$ cat src/rtl/uart_rx_pkg.sv
package uart_rx_pkg;
  localparam int MAX_BITS = 9;
  localparam int OVS      = 16;

  typedef enum logic [2:0] {
    ST_IDLE, ST_START, ST_DATA, ST_PAR, ST_STOP, ST_BREAK
  } rx_state_e;

  function automatic logic [3:0] char_len(input logic [1:0] sel);
    case (sel)
      2'd0:    return 4'd7;
      2'd1:    return 4'd8;
      default: return 4'd9;
    endcase
  endfunction

  function automatic logic [MAX_BITS-1:0] len_mask(input logic [1:0] sel);
    case (sel)
      2'd0:    return 9'h07F;
      2'd1:    return 9'h0FF;
      default: return 9'h1FF;
    endcase
  endfunction

  // shift register fills from the top; move the character down to bit 0
  function automatic logic [MAX_BITS-1:0] align_char(input logic [MAX_BITS-1:0] sh,
                                                     input logic [1:0] sel);
    case (sel)
      2'd0:    return {2'b00, sh[8:2]};
      2'd1:    return {1'b0, sh[8:1]};
      default: return sh;
    endcase
  endfunction

  function automatic logic parity_good(input logic [MAX_BITS-1:0] d,
                                       input logic [1:0] sel,
                                       input logic odd, input logic pbit);
    return ((^(d & len_mask(sel))) ^ pbit) == odd;
  endfunction
endpackage

$ cat src/rtl/rx_sync.sv
module rx_sync #(
  parameter int STAGES = 2
) (
  input  logic clk,
  input  logic rst_n,
  input  logic d,
  output logic q
);
  logic [STAGES-1:0] chain;

  always_ff @(posedge clk or negedge rst_n) begin
    if (!rst_n) chain <= '1;
    else        chain <= {chain[STAGES-2:0], d};
  end

  assign q = chain[STAGES-1];
endmodule

$ cat src/rtl/rx_frame.sv
module rx_frame
  import uart_rx_pkg::*;
#(
  parameter int OVS_N = OVS,
  parameter int BITS  = MAX_BITS
) (
  input  logic            clk,
  input  logic            rst_n,
  input  logic            tick,
  input  logic            en,
  input  logic            rx_s,
  input  logic [1:0]      len_sel,
  output logic            done,
  output logic [BITS-1:0] char_o,
  output logic            pbit_o,
  output logic            stop_o
);
  localparam int CW = $clog2(OVS_N);
  localparam logic [CW-1:0] HALF = CW'(OVS_N / 2 - 1);
  localparam logic [CW-1:0] LAST = CW'(OVS_N - 1);

  rx_state_e       state;
  logic [CW-1:0]   cnt;
  logic [3:0]      bitn;
  logic [BITS-1:0] shreg;

  always_ff @(posedge clk or negedge rst_n) begin
    if (!rst_n) begin
      state  <= ST_IDLE;
      cnt    <= '0;
      bitn   <= '0;
      shreg  <= '0;
      pbit_o <= 1'b0;
      stop_o <= 1'b1;
      done   <= 1'b0;
    end else begin
      done <= 1'b0;
      if (!en) begin
        state <= ST_IDLE;
        cnt   <= '0;
      end else if (tick) begin
        case (state)
          ST_IDLE: if (!rx_s) begin
            state <= ST_START;
            cnt   <= '0;
          end
          ST_START: begin
            if (cnt == HALF) begin
              cnt  <= '0;
              bitn <= '0;
              state <= rx_s ? ST_IDLE : ST_DATA;
            end else cnt <= cnt + 1'b1;
          end
          ST_DATA: begin
            if (cnt == LAST) begin
              cnt   <= '0;
              shreg <= {rx_s, shreg[BITS-1:1]};
              if (bitn == char_len(len_sel) - 4'd1) state <= ST_PAR;
              else bitn <= bitn + 4'd1;
            end else cnt <= cnt + 1'b1;
          end
          ST_PAR: begin
            if (cnt == LAST) begin
              cnt    <= '0;
              pbit_o <= rx_s;
              state  <= ST_STOP;
            end else cnt <= cnt + 1'b1;
          end
          ST_STOP: begin
            if (cnt == LAST) begin
              cnt    <= '0;
              stop_o <= rx_s;
              done   <= 1'b1;
              state  <= rx_s ? ST_IDLE : ST_BREAK;
            end else cnt <= cnt + 1'b1;
          end
          ST_BREAK: if (rx_s) state <= ST_IDLE;
          default: state <= ST_IDLE;
        endcase
      end
    end
  end

  assign char_o = align_char(shreg, len_sel);

  p_idle_when_off_r1: assert property (@(posedge clk) disable iff (!rst_n)
    !en |=> (state == ST_IDLE && !done));
  p_glitch_drop_r2: assert property (@(posedge clk) disable iff (!rst_n)
    (en && tick && state == ST_START && cnt == HALF && rx_s) |=> state == ST_IDLE);
  p_upper_zero_r11: assert property (@(posedge clk) disable iff (!rst_n)
    (done && len_sel == 2'd0) |-> char_o[8:7] == 2'b00);
  p_wait_high_r6: assert property (@(posedge clk) disable iff (!rst_n)
    (state == ST_BREAK && !rx_s) |=> (state == ST_BREAK || !en));
endmodule

$ cat src/rtl/rx_status.sv
module rx_status #(
  parameter int BITS = 9
) (
  input  logic            clk,
  input  logic            rst_n,
  input  logic            done,
  input  logic [BITS-1:0] char_i,
  input  logic            par_fail,
  input  logic            frm_fail,
  input  logic            rd_buf,
  input  logic            clr_par,
  input  logic            clr_ovr,
  input  logic            clr_frm,
  input  logic            rx_ie,
  input  logic            err_ie,
  output logic [BITS-1:0] data_q,
  output logic            full_q,
  output logic            par_q,
  output logic            ovr_q,
  output logic            frm_q,
  output logic            rx_irq,
  output logic            err_irq
);
  logic ovr_now, any_new, any_old;

  assign ovr_now = done && full_q && !rd_buf;
  assign any_new = par_fail || frm_fail || ovr_now;
  assign any_old = par_q || ovr_q || frm_q;

  always_ff @(posedge clk or negedge rst_n) begin
    if (!rst_n) begin
      data_q  <= '0;
      full_q  <= 1'b0;
      par_q   <= 1'b0;
      ovr_q   <= 1'b0;
      frm_q   <= 1'b0;
      rx_irq  <= 1'b0;
      err_irq <= 1'b0;
    end else begin
      rx_irq  <= done && rx_ie;
      err_irq <= done && err_ie && (any_new || any_old);
      if (done && !ovr_now) begin
        data_q <= char_i;
        full_q <= 1'b1;
      end else if (rd_buf) begin
        full_q <= 1'b0;
      end
      par_q <= (done && par_fail) || (par_q && !clr_par);
      frm_q <= (done && frm_fail) || (frm_q && !clr_frm);
      ovr_q <= ovr_now || (ovr_q && !clr_ovr);
    end
  end

  p_keep_old_r10: assert property (@(posedge clk) disable iff (!rst_n)
    (done && full_q && !rd_buf) |=> ($stable(data_q) && ovr_q));
  p_read_clears_r7: assert property (@(posedge clk) disable iff (!rst_n)
    (rd_buf && !done) |=> !full_q);
  p_sticky_par_r8: assert property (@(posedge clk) disable iff (!rst_n)
    (par_q && !clr_par) |=> par_q);
  p_sticky_frm_r8: assert property (@(posedge clk) disable iff (!rst_n)
    (frm_q && !clr_frm) |=> frm_q);
  p_reraise_r9: assert property (@(posedge clk) disable iff (!rst_n)
    (done && err_ie && par_q) |=> err_irq);
endmodule

$ cat src/rtl/uart_rx_err.sv
module uart_rx_err
  import uart_rx_pkg::*;
(
  input  logic       clk,
  input  logic       rst_n,
  input  logic       sample_tick,
  input  logic       rx,
  input  logic       rx_en,
  input  logic [1:0] len_sel,
  input  logic       par_odd,
  input  logic       rx_ie,
  input  logic       err_ie,
  input  logic       rd_buf,
  input  logic       clr_par,
  input  logic       clr_ovr,
  input  logic       clr_frm,
  output logic [8:0] rx_data,
  output logic       buf_full,
  output logic       par_err,
  output logic       ovr_err,
  output logic       frm_err,
  output logic       rx_irq,
  output logic       err_irq
);
  logic                rx_s;
  logic                char_done;
  logic [MAX_BITS-1:0] char_w;
  logic                pbit_w, stop_w;
  logic                par_fail, frm_fail;

  rx_sync #(.STAGES(2)) u_sync (
    .clk(clk), .rst_n(rst_n), .d(rx), .q(rx_s)
  );

  rx_frame #(.OVS_N(OVS), .BITS(MAX_BITS)) u_frame (
    .clk(clk), .rst_n(rst_n), .tick(sample_tick), .en(rx_en), .rx_s(rx_s),
    .len_sel(len_sel), .done(char_done), .char_o(char_w),
    .pbit_o(pbit_w), .stop_o(stop_w)
  );

  assign par_fail = !parity_good(char_w, len_sel, par_odd, pbit_w);
  assign frm_fail = !stop_w;

  rx_status #(.BITS(MAX_BITS)) u_status (
    .clk(clk), .rst_n(rst_n), .done(char_done), .char_i(char_w),
    .par_fail(par_fail), .frm_fail(frm_fail), .rd_buf(rd_buf),
    .clr_par(clr_par), .clr_ovr(clr_ovr), .clr_frm(clr_frm),
    .rx_ie(rx_ie), .err_ie(err_ie), .data_q(rx_data), .full_q(buf_full),
    .par_q(par_err), .ovr_q(ovr_err), .frm_q(frm_err),
    .rx_irq(rx_irq), .err_irq(err_irq)
  );
endmodule

$ cat config.mk
export PLATFORM = sky130hd
export DESIGN_NAME = uart_rx_err
export DESIGN_NICKNAME = d
export VERILOG_FILES = /design/src/rtl/uart_rx_pkg.sv /design/src/rtl/rx_sync.sv /design/src/rtl/rx_frame.sv /design/src/rtl/rx_status.sv /design/src/rtl/uart_rx_err.sv
export SDC_FILE = /design/constraint.sdc
export NUM_CORES = 1
export LEC_CHECK = 0
export CORE_ASPECT_RATIO = 0.7
export CORE_MARGIN = 3
export CORE_UTILIZATION = 34
export DETAILED_ROUTE_END_ITERATION = 7
export HOLD_SLACK_MARGIN = 0.06
export PLACE_DENSITY_LB_ADDON = 0.2
export RECOVER_POWER = 50
export SYNTH_ARGS = -nofsm -noshare
export SYNTH_HDL_FRONTEND = slang
export SYNTH_SLANG_ARGS = --single-unit
$ cat constraint.sdc
create_clock -name clk -period 1.9 [get_ports clk]
set_input_delay 0.19 -clock clk [delete_from_list [all_inputs] [get_ports clk]]
set_output_delay 0.19 -clock clk [all_outputs]
set_load 0.1 [all_outputs]
# Word level (Yosys, flattened, before mapping)
# Cells that the tools add are included.
# totals
reg_bits	40
# op_classes
mux	35
add_sub_neg	3
eq_ne	22
reduce_logical	38
n_bitwise	2
# ops
operator	count
2-to-1 mux 4 bit	12
one-hot mux 9 bit (2 select lines)	2
2-to-1 mux 3 bit	10
one-hot mux 3 bit (6 select lines)	1
one-hot mux 4 bit (2 select lines)	2
inequality test 3 x 2 -> 1 bit, second input constant	5
one-hot mux 4 bit (3 select lines)	1
AND reduction 4 bit	3
logical AND 1 bit	11
AND 9 bit	1
XOR reduction 9 bit	1
adder 4 x 1 -> 4 bit, second input constant	2
logical OR 1 bit	8
AND reduction 8 bit	1
logical NOT 1 bit	7
equality test 3 x 2 -> 1 bit, second input constant	2
equality test 3 bit, second input constant	2
2-to-1 mux 1 bit	6
inequality test 3 bit, second input constant	2
AND reduction 6 bit	1
equality test 4 x 3 -> 1 bit, second input constant	1
equality test 4 bit	1
equality test 4 bit, second input constant	1
inequality test 2 x 1 -> 1 bit, second input constant	2
other kinds (13)	15

# Longest topological paths before layout
# Gate-level depths: netlist (run 1).
# depth
word_depth	13
depth_mapped	8

# By module
# Synthesis (run 1) repeated with hierarchy kept, for this count alone.
# hier_totals
hier_cells	213
area_unflattened_um2	2162.1
# by_module_without_submodules
module	cells_each	area_per_inst_um2	seq_area_each_um2	n_inst
rx_frame	160	1430.1	576.8	1
rx_status	40	564.3	375.4	1
uart_rx_err	11	115.1	0.0	1
rx_sync	2	52.6	52.6	1

# Least setup slack after synthesis (run 1)
# No wires, ideal clock.
# synth_timing
path_type	flip-flop to flip-flop
from	register u_status.full_q
to	register u_status.data_q[4]
setup_ns	0.135
t_arrival_ns	1.690
path_stages_with_launch	5
setup_slack_ns	0.074
cell_sequence	dfrtp_1 > nand2b_1 > nand2_1 > clkbuf_1 > o21ai_0
# synth_between
elab_chain_cells	4
# synth_lines
element	line	rtl
start: declaration	rx_status.sv:17	output logic full_q,
start signal: assignment	rx_status.sv:33	full_q <= 1'b0;
start signal: assignment	rx_status.sv:44	full_q <= 1'b1;
start signal: assignment	rx_status.sv:46	full_q <= 1'b0;
logical AND 1 bit (2 in a row)	rx_status.sv:26	assign ovr_now = done && full_q && !rd_buf;
logical NOT 1 bit	rx_status.sv:42	if (done && !ovr_now) begin
logical AND 1 bit	rx_status.sv:42	
end signal: assignment	rx_status.sv:43	data_q <= char_i;
end: declaration	rx_status.sv:16	output logic [BITS-1:0] data_q,
# No other way between the ends.
# A chain may end at the register's enable or synchronous reset.

# Worst setup path in the final report (run 1)
# layout_timing
from	register u_frame.cnt[1]
to	register u_frame.cnt[3]
# layout_between
elab_chain_cells	5
word_cells_on_any_way	8
classes_between	add/sub (1); eq/ne (2); mux (5)
# layout_lines
element	line	rtl
start: declaration	rx_frame.sv:23	logic [CW-1:0] cnt;
start signal: assignment	rx_frame.sv:52	end else cnt <= cnt + 1'b1;
start signal: assignment	rx_frame.sv:60	end else cnt <= cnt + 1'b1;
start signal: assignment	rx_frame.sv:67	end else cnt <= cnt + 1'b1;
adder 4 x 1 -> 4 bit (tied with other cells)	-	
2-to-1 mux 4 bit (on tied branches)	-	
one-hot mux 4 bit (3 select lines) (*)	rx_frame.sv:42	case (state)
2-to-1 mux 4 bit (*)	rx_frame.sv:41	end else if (tick) begin
2-to-1 mux 4 bit (*)	rx_frame.sv:38	if (!en) begin
# Mark *: on every way between the ends. The rest lies on a longest branch, timed or not. The select of a mux whose other input is x is not followed.

==> qor.txt, run 1 <==
Outcome - finished clean
Core area - 5810 sq um
Std cell rows - 23
Nets - 272
Number of synthesized flops with an enable pin - 0
Data arrival, critical path - 1.95 ns
Largest net degree at the start of global routing - 41
CTS Buf Count - 5
CTS Sinks - 40
Root buffer cell - clkbuf_8
Critical path type - reg -> reg
Most common cell in the synthesized netlist - dfrtp_1
Seq/Total Area, Yosys - 0.484
Synth Warn # - 0
Max Fclk - 566 MHz
DR pass1 iterations - 4
Syn_nets - 219
Worst-Skew Late Latency - 0.30 ns
Post-route DRC - 0
Min Hold Slack - 0.358 ns
# diodes - 0
Yosys top cell by area - dfrtp_1
Hold path cells - 0
Leading post-synthesis cells by cell area - dfrtp_1 (45%), mux2_2 (8.7%), mux2i_1 (4.8%), nand2_1 (4.5%), o21ai_0 (3.9%)
DIE WIDTH - 99.4 um
First-pass GRT wire length - 7250 um
CP Data Required Time - 2.08 ns
Max-slew headroom - 0.345
Compound-Gate Fraction of Synth Area - 0.121
Reg2reg start - u_frame.cnt[1]$_DFFE_PN0P_
Port Buf Inserts - 28
Die height - 71.4 um
Post-Synth Simple-Gate Area - 0.155
Vias in the first global route - 1523
Yosys top cell area share - 0.446
Synth Area in XOR/XNOR - 0.0614
Leakage - 0.00128 uW
DRT antenna net count - 0
IO Count - 29
Initial DRC Count - 78
Startpoint Class - register
Via/cell ratio - 4.79
Hold Crit Class - reg -> reg
Post-synth top cells - dfrtp_1 (37), nand2_1 (25), mux2_2 (16), o21ai_0 (16), nor2_1 (14)
Initial core utilization - 0.357
Adder-Cell Fraction of Synth Area - 0.0120
Power Density - 591 nW/um^2
Max Fanout on Critical Path - 4
Routed wire per std cell - 12.8 um
Post-Syn Area per Cell - 10.2 sq um
Crit path capture type - register
Top_reg_cell synth - dfrtp_1
Reg2reg end - u_frame.cnt[3]$_DFFE_PN0P_
Synth cell types - 39
WHS Endpoint - u_sync.chain[1]$_DFF_PN1_
Layout cell share with drive strength beyond 1 - 0.280
Worst reg2reg path depth - 7
Period minus WS final - 1.77 ns
Clock slew seen by the registers of the worst setup and hold paths - 0.08 ns
Ys async rst share - 1.00
Flops & latches, synth - 40
Peak VDD IR - 0.233 mV
Global Route Usage Sum - 0.129
RSZ-0062 raised after global routing - false
R2R Setup Slk - 0.13 ns
Setup TNS - 0 ns
Clock buffer depth - 2
Drt total wl - 4250 um
Slew @ Worst Pin - 0.983 ns
Final slew viol count - 0
Mux cell area share after synthesis - 0.135
Clock Skews - 0.0118 ns
Via count - 1590
RD Place Congestion - 0.755
Min-delay src - u_sync.chain[0]$_DFF_PN1_
Clock H-tree levels - 2
Gate Count Post-Synth - 203
Fin util - 0.463
Synth Cell Area - 2080 sq um
Endpoints failing setup - 0
Die ar. - 7100 sq um
Initial antenna violation count - 0
Period utilization - 0.930
Area Overhead vs Synth - 29.6%
Final hold violation count - 0
Total grt overflow - 0
Main combinational cell family by area after synthesis - simple AND/OR/NAND/NOR gates
CTS tree - yes
Max Cap Violations - 0
Placed wire-length estimate - 3140 um
## power breakdown
group | leakage [uW] | switching (uW) | total, uW | internal, uW
Sequential | 0.000548 | 4.50 | 861 | 857
Combinational | 0.000690 | 62.6 | 126 | 62.9
Clock | 0.0000434 | 311 | 605 | 294
Total | 0.00128 | 378 | 1590 | 1210
## metal layers
metal,track usage,part of all wire,wire length [um],vias to the layer above
met5,0,0,0,-
met4,0.0455,0.012,52,0
met3,0.0399,0.054,229,5
met2,0.161,0.37,1570,31
met1,0.204,0.56,2400,739
li1,-,-,-,815
## cells in the final DEF (no fill, tap or decap), types with 2 or more instances in the layout
master,count
a21oi_1,10
nand2_1,25
nor4b_1,2
nand2b_1,2
or4bb_1,2
nor2b_1,2
dlygate4sd3_1,2
o21a_1,2
xor2_1,6
clkdlybuf4s50_1,10
a31oi_1,2
clkbuf_8,6
mux2_2,16
o22ai_1,4
nand3_1,4
clkinvlp_4,2
a22o_1,3
buf_4,38
o21ai_0,16
o21ai_1,2
xnor2_1,6
and3_1,3
dfstp_2,3
mux2i_1,10
dfrtp_1,37
nor2_1,14
inv_1,7
nor3_1,3
## registers in the layout (all words and copies together), names as in the netlist
name / cells
u_frame.shreg: 9
u_frame.pbit_o: 1
u_status.err_irq: 1
u_status.ovr_q: 1
u_frame.bitn: 4
u_status.par_q: 1
u_status.data_q: 9
u_status.rx_irq: 1
u_frame.cnt: 4
u_frame.stop_o: 1
u_frame.state: 3
u_status.frm_q: 1
u_status.full_q: 1
u_frame.done: 1
u_sync.chain: 2
## worst max path at each step
stage                                     start                             end  slack (ns)  cells after the start
floorplan           u_status.full_q$_DFFE_PN0P_  u_status.data_q[4]$_DFFE_PN0P_        0.07                      4
global placement                     len_sel[0]      u_status.err_irq$_DFF_PN0_       -0.21                      7
detailed placement                   len_sel[0]      u_status.err_irq$_DFF_PN0_       -0.22                      7
CTS                  u_frame.cnt[0]$_DFFE_PN0P_      u_frame.cnt[3]$_DFFE_PN0P_        0.03                      7
global route         u_frame.cnt[1]$_DFFE_PN0P_     u_frame.bitn[2]$_DFFE_PN0P_       0.003                      8
finish               u_frame.cnt[1]$_DFFE_PN0P_      u_frame.cnt[3]$_DFFE_PN0P_        0.13                      7
## area by class of cell
| cell class | count | area, sq um |
|---|---|---|
| Clock buffer | 6 | 82.6 |
| Clock inverter | 2 | 15.0 |
| Fill cell | 571 | 3120 |
| Inverter | 7 | 26.3 |
| Multi-Input combinational cell | 148 | 1030 |
| Sequential cell | 40 | 1000 |
| Tap cell | 75 | 93.8 |
| Timing Repair Buffer | 54 | 439 |
## critical path: stages (launching register included)
cell and delay (ns):
dfrtp_1 0.41, ha_4 0.17, nand2_1 0.07, o21a_1 0.16, o311a_1 0.32, and3_4 0.20, a21o_1 0.15, a22o_1 0.17
## cells by family (layout without fill, tap and decap cells)
group	count (synthesis)	count (layout)
and+or+nand+nor	64	64
AOI/OAI and AO/OA	43	43
DFF	40	40
muxes	26	26
buffers and inverters	15	69
xor gates and xnor gates	13	13
adders and majority gates	2	2
## stage by stage
step	total power [uW]	worst slack [ns]	cell area, sq um	std cells
4_1_cts	1620	0.0275	2660	331
2_1_floorplan	932	0.0744	2080	203
6_report	1590	0.133	2690	332
3_3_place_gp	1000	-0.206	2550	322
5_1_grt	1650	0.00264	2690	332
3_5_place_dp	1000	-0.223	2550	322
## timing repair
action                                  in CTS  in global routing
endpoints found under the hold margin       37                  0
buffers inserted                             0                  1
hold buffers                                 1                  0
resized for setup                            0                  7
endpoints found under the setup margin       0                  7
No activity file was read; power rests on OpenSTA's default activity.
==> inputs of run 2 (changes only) <==
- DONT_BUFFER_PORTS: not set -> 1
==> run 2 against run 1 <==
First-iteration DRC count rose by 27%. Die area did not move. Final cell count fell by 5.4%. Maximum frequency fell by 2.6%. Clock power fell by 4.5%. Critical endpoint unchanged. Sequential power barely moved. Clock-buffer cell count rose by 2.
==> qor.txt, run 2 (same netlist as run 1, synthesis figures left out) <==
Worst reg2reg path depth - 7 (unchanged)
Min-delay src - len_sel[1]
Nets - 254 (-6.6%)
R2R Setup Slk - 0.09 ns (-0.05 ns)
Total grt overflow - 0 (unchanged)
Max Fanout on Critical Path - 4 (unchanged)
Port Buf Inserts - 0 (-100%)
Postcts setup bufs - 0 (unchanged)
Clock Skews - 0.00332 ns (-0.00852 ns)
Largest net degree at the start of global routing - 41 (unchanged)
DRT antenna net count - 0 (unchanged)
# diodes - 0 (unchanged)
Fin util - 0.434 (-0.0293)
Clock H-tree levels - 2 (unchanged)
Max Fclk - 551 MHz (-2.6%)
Sequential cell area - 1000 sq um (unchanged)
Vias in the first global route - 1546 (+1.5%)
Max-slew headroom - 0.199 (-0.146)
Placed wire-length estimate - 3060 um (-2.6%)
Die height - 71.4 um (unchanged)
CP Data Required Time - 2.08 ns (about the same)
Hold Crit Class - in -> reg
Multi-input gate area - 1020 sq um (-0.73%)
Final hold violation count - 0 (unchanged)
Area Overhead vs Synth - 21.4%
CTS Buf Count - 5 (unchanged)
Period utilization - 0.955 (+0.0244)
Setup TNS - 0 ns (unchanged)
Reg2reg end - u_frame.cnt[3]$_DFFE_PN0P_
Endpoints failing setup - 0 (unchanged)
Layout cell share with drive strength beyond 1 - 0.230 (-0.0500)
Max Cap Violations - 0 (unchanged)
CP startpoint - u_frame.cnt[1]$_DFFE_PN0P_
Period minus WS final - 1.81 ns (+0.0464 ns)
Startpoint Class - register
RSZ-0062 raised after global routing - true
Initial antenna violation count - 0 (unchanged)
Data arrival, critical path - 1.99 ns (+0.04 ns)
First-pass GRT wire length - 7420 um (+2.4%)
Global Route Usage Sum - 0.132 (+0.00312)
Slew @ Worst Pin - 1.20 ns (+0.218 ns)
Std cell rows - 23 (unchanged)
DR pass1 iterations - 4 (unchanged)
Biggest regs - u_frame.shreg x9, u_status.data_q x9
Clock slew seen by the registers of the worst setup and hold paths - 0.07 ns (about the same)
Filler cells - 592 (+3.7%)
DIE WIDTH - 99.4 um (unchanged)
Initial core utilization - 0.357 (unchanged)
RD Place Congestion - 0.832 (+10%)
CTS tree - yes
Crit path capture type - register
Via/cell ratio - 4.99 (+4.3%)
Final std cells w/o fill - 314 (-5.4%)
Post-DP Area - 2330 sq um (-8.7%)
Via count - 1568 (-1.4%)
Placed Cells - 296 (-8.1%)
Commonest non-fill, non-tap cell in the layout - dfrtp_1
Drt total wl - 4310 um (+1.4%)
Post-route DRC - 0 (unchanged)
Leakage - 0.00118 uW (-7.6%)
Clock buffer depth - 2 (unchanged)
Final slew viol count - 0 (unchanged)
Hold path cells - 2 (+2)
IO Count - 29 (unchanged)
WHS Endpoint - u_status.data_q[1]$_DFFE_PN0P_
Power Density - 607 nW/um^2 (+2.6%)
Final instance area - 2520 sq um (-6.3%)
Outcome - finished clean
Reg2reg start - u_frame.cnt[1]$_DFFE_PN0P_
Initial DRC Count - 99 (+27%)
Power, Total - 1530 uW (-3.9%)
Commonest cells after routing, fill and taps aside - dfrtp_1 (37), nand2_1 (25), buf_4 (24), o21ai_0 (16), mux2_2 (16)
Die ar. - 7100 sq um (unchanged)
Peak VDD IR - 0.402 mV (+73%)
Core area - 5810 sq um (unchanged)
Routed wire per std cell - 13.7 um (+7.3%)
CTS Sinks - 40 (unchanged)
Worst-Skew Late Latency - 0.28 ns (-0.02 ns)
Root buffer cell - clkbuf_8
Critical path type - reg -> reg
## run 2: layer usage
layer	vias up	track usage	wire length, um
li1	784	-	-
met2	37	0.179	1730
met3	4	0.0506	293
met1	743	0.190	2250
met4	0	0.0485	40
met5	-	0	0
## run 2: through the flow
step	hold slack (ns)	setup WS, ns
6_report	0.109	0.0862
3_3_place_gp	-0.105	0.0399
4_1_cts	0.0851	0.0286
3_5_place_dp	-0.105	0.0526
2_1_floorplan	-0.106	0.0744
5_1_grt	0.102	-0.0119
## run 2: cell type report
| cell class | count | area share |
|---|---|---|
| Clock buffer | 8 | 0.0357 |
| Inverter | 7 | 0.0104 |
| Multi-Input combinational cell | 148 | 0.405 |
| Sequential cell | 40 | 0.399 |
| Tap cell | 75 | 0.0372 |
| Timing Repair Buffer | 36 | 0.113 |
## run 2: timing repair
item | CTS | global route
endpoints found under the hold margin | 48 | 0
endpoints found under the setup margin | 0 | 7
resized for setup | 0 | 3
hold buffers | 10 | 0
## run 2: how the worst max path moves through the flow
stage                                     end  cells after the start  slack (ns)
2_1_floorplan  u_status.data_q[4]$_DFFE_PN0P_                      4        0.07
3_3_place_gp       u_frame.stop_o$_DFFE_PN1P_                      5        0.04
3_5_place_dp       u_frame.cnt[2]$_DFFE_PN0P_                      4        0.05
4_1_cts            u_frame.cnt[2]$_DFFE_PN0P_                      4        0.03
5_1_grt            u_frame.cnt[2]$_DFFE_PN0P_                      4       -0.01
6_report           u_frame.cnt[3]$_DFFE_PN0P_                      7        0.09
## run 2: report_power, final
group	internal [uW]	leakage (uW)	switching [uW]
clock network	296	0.0000455	282
registers	857	0.000548	3.67
logic	43.5	0.000591	47.3
## run 2: critical path, cell delays in order, from the launching register on
cell and delay (ns):
dfrtp_1 0.38, ha_2 0.21, nand2_1 0.07, o21a_1 0.17, o311a_1 0.32, and3_1 0.22, a21o_1 0.17, a22o_1 0.17
==> inputs of run 3 (changes only) <==
- DONT_BUFFER_PORTS: 1 -> not set
==> results of run 3 <==
The final DEF is identical to that of run 1; final timing and power are the same.
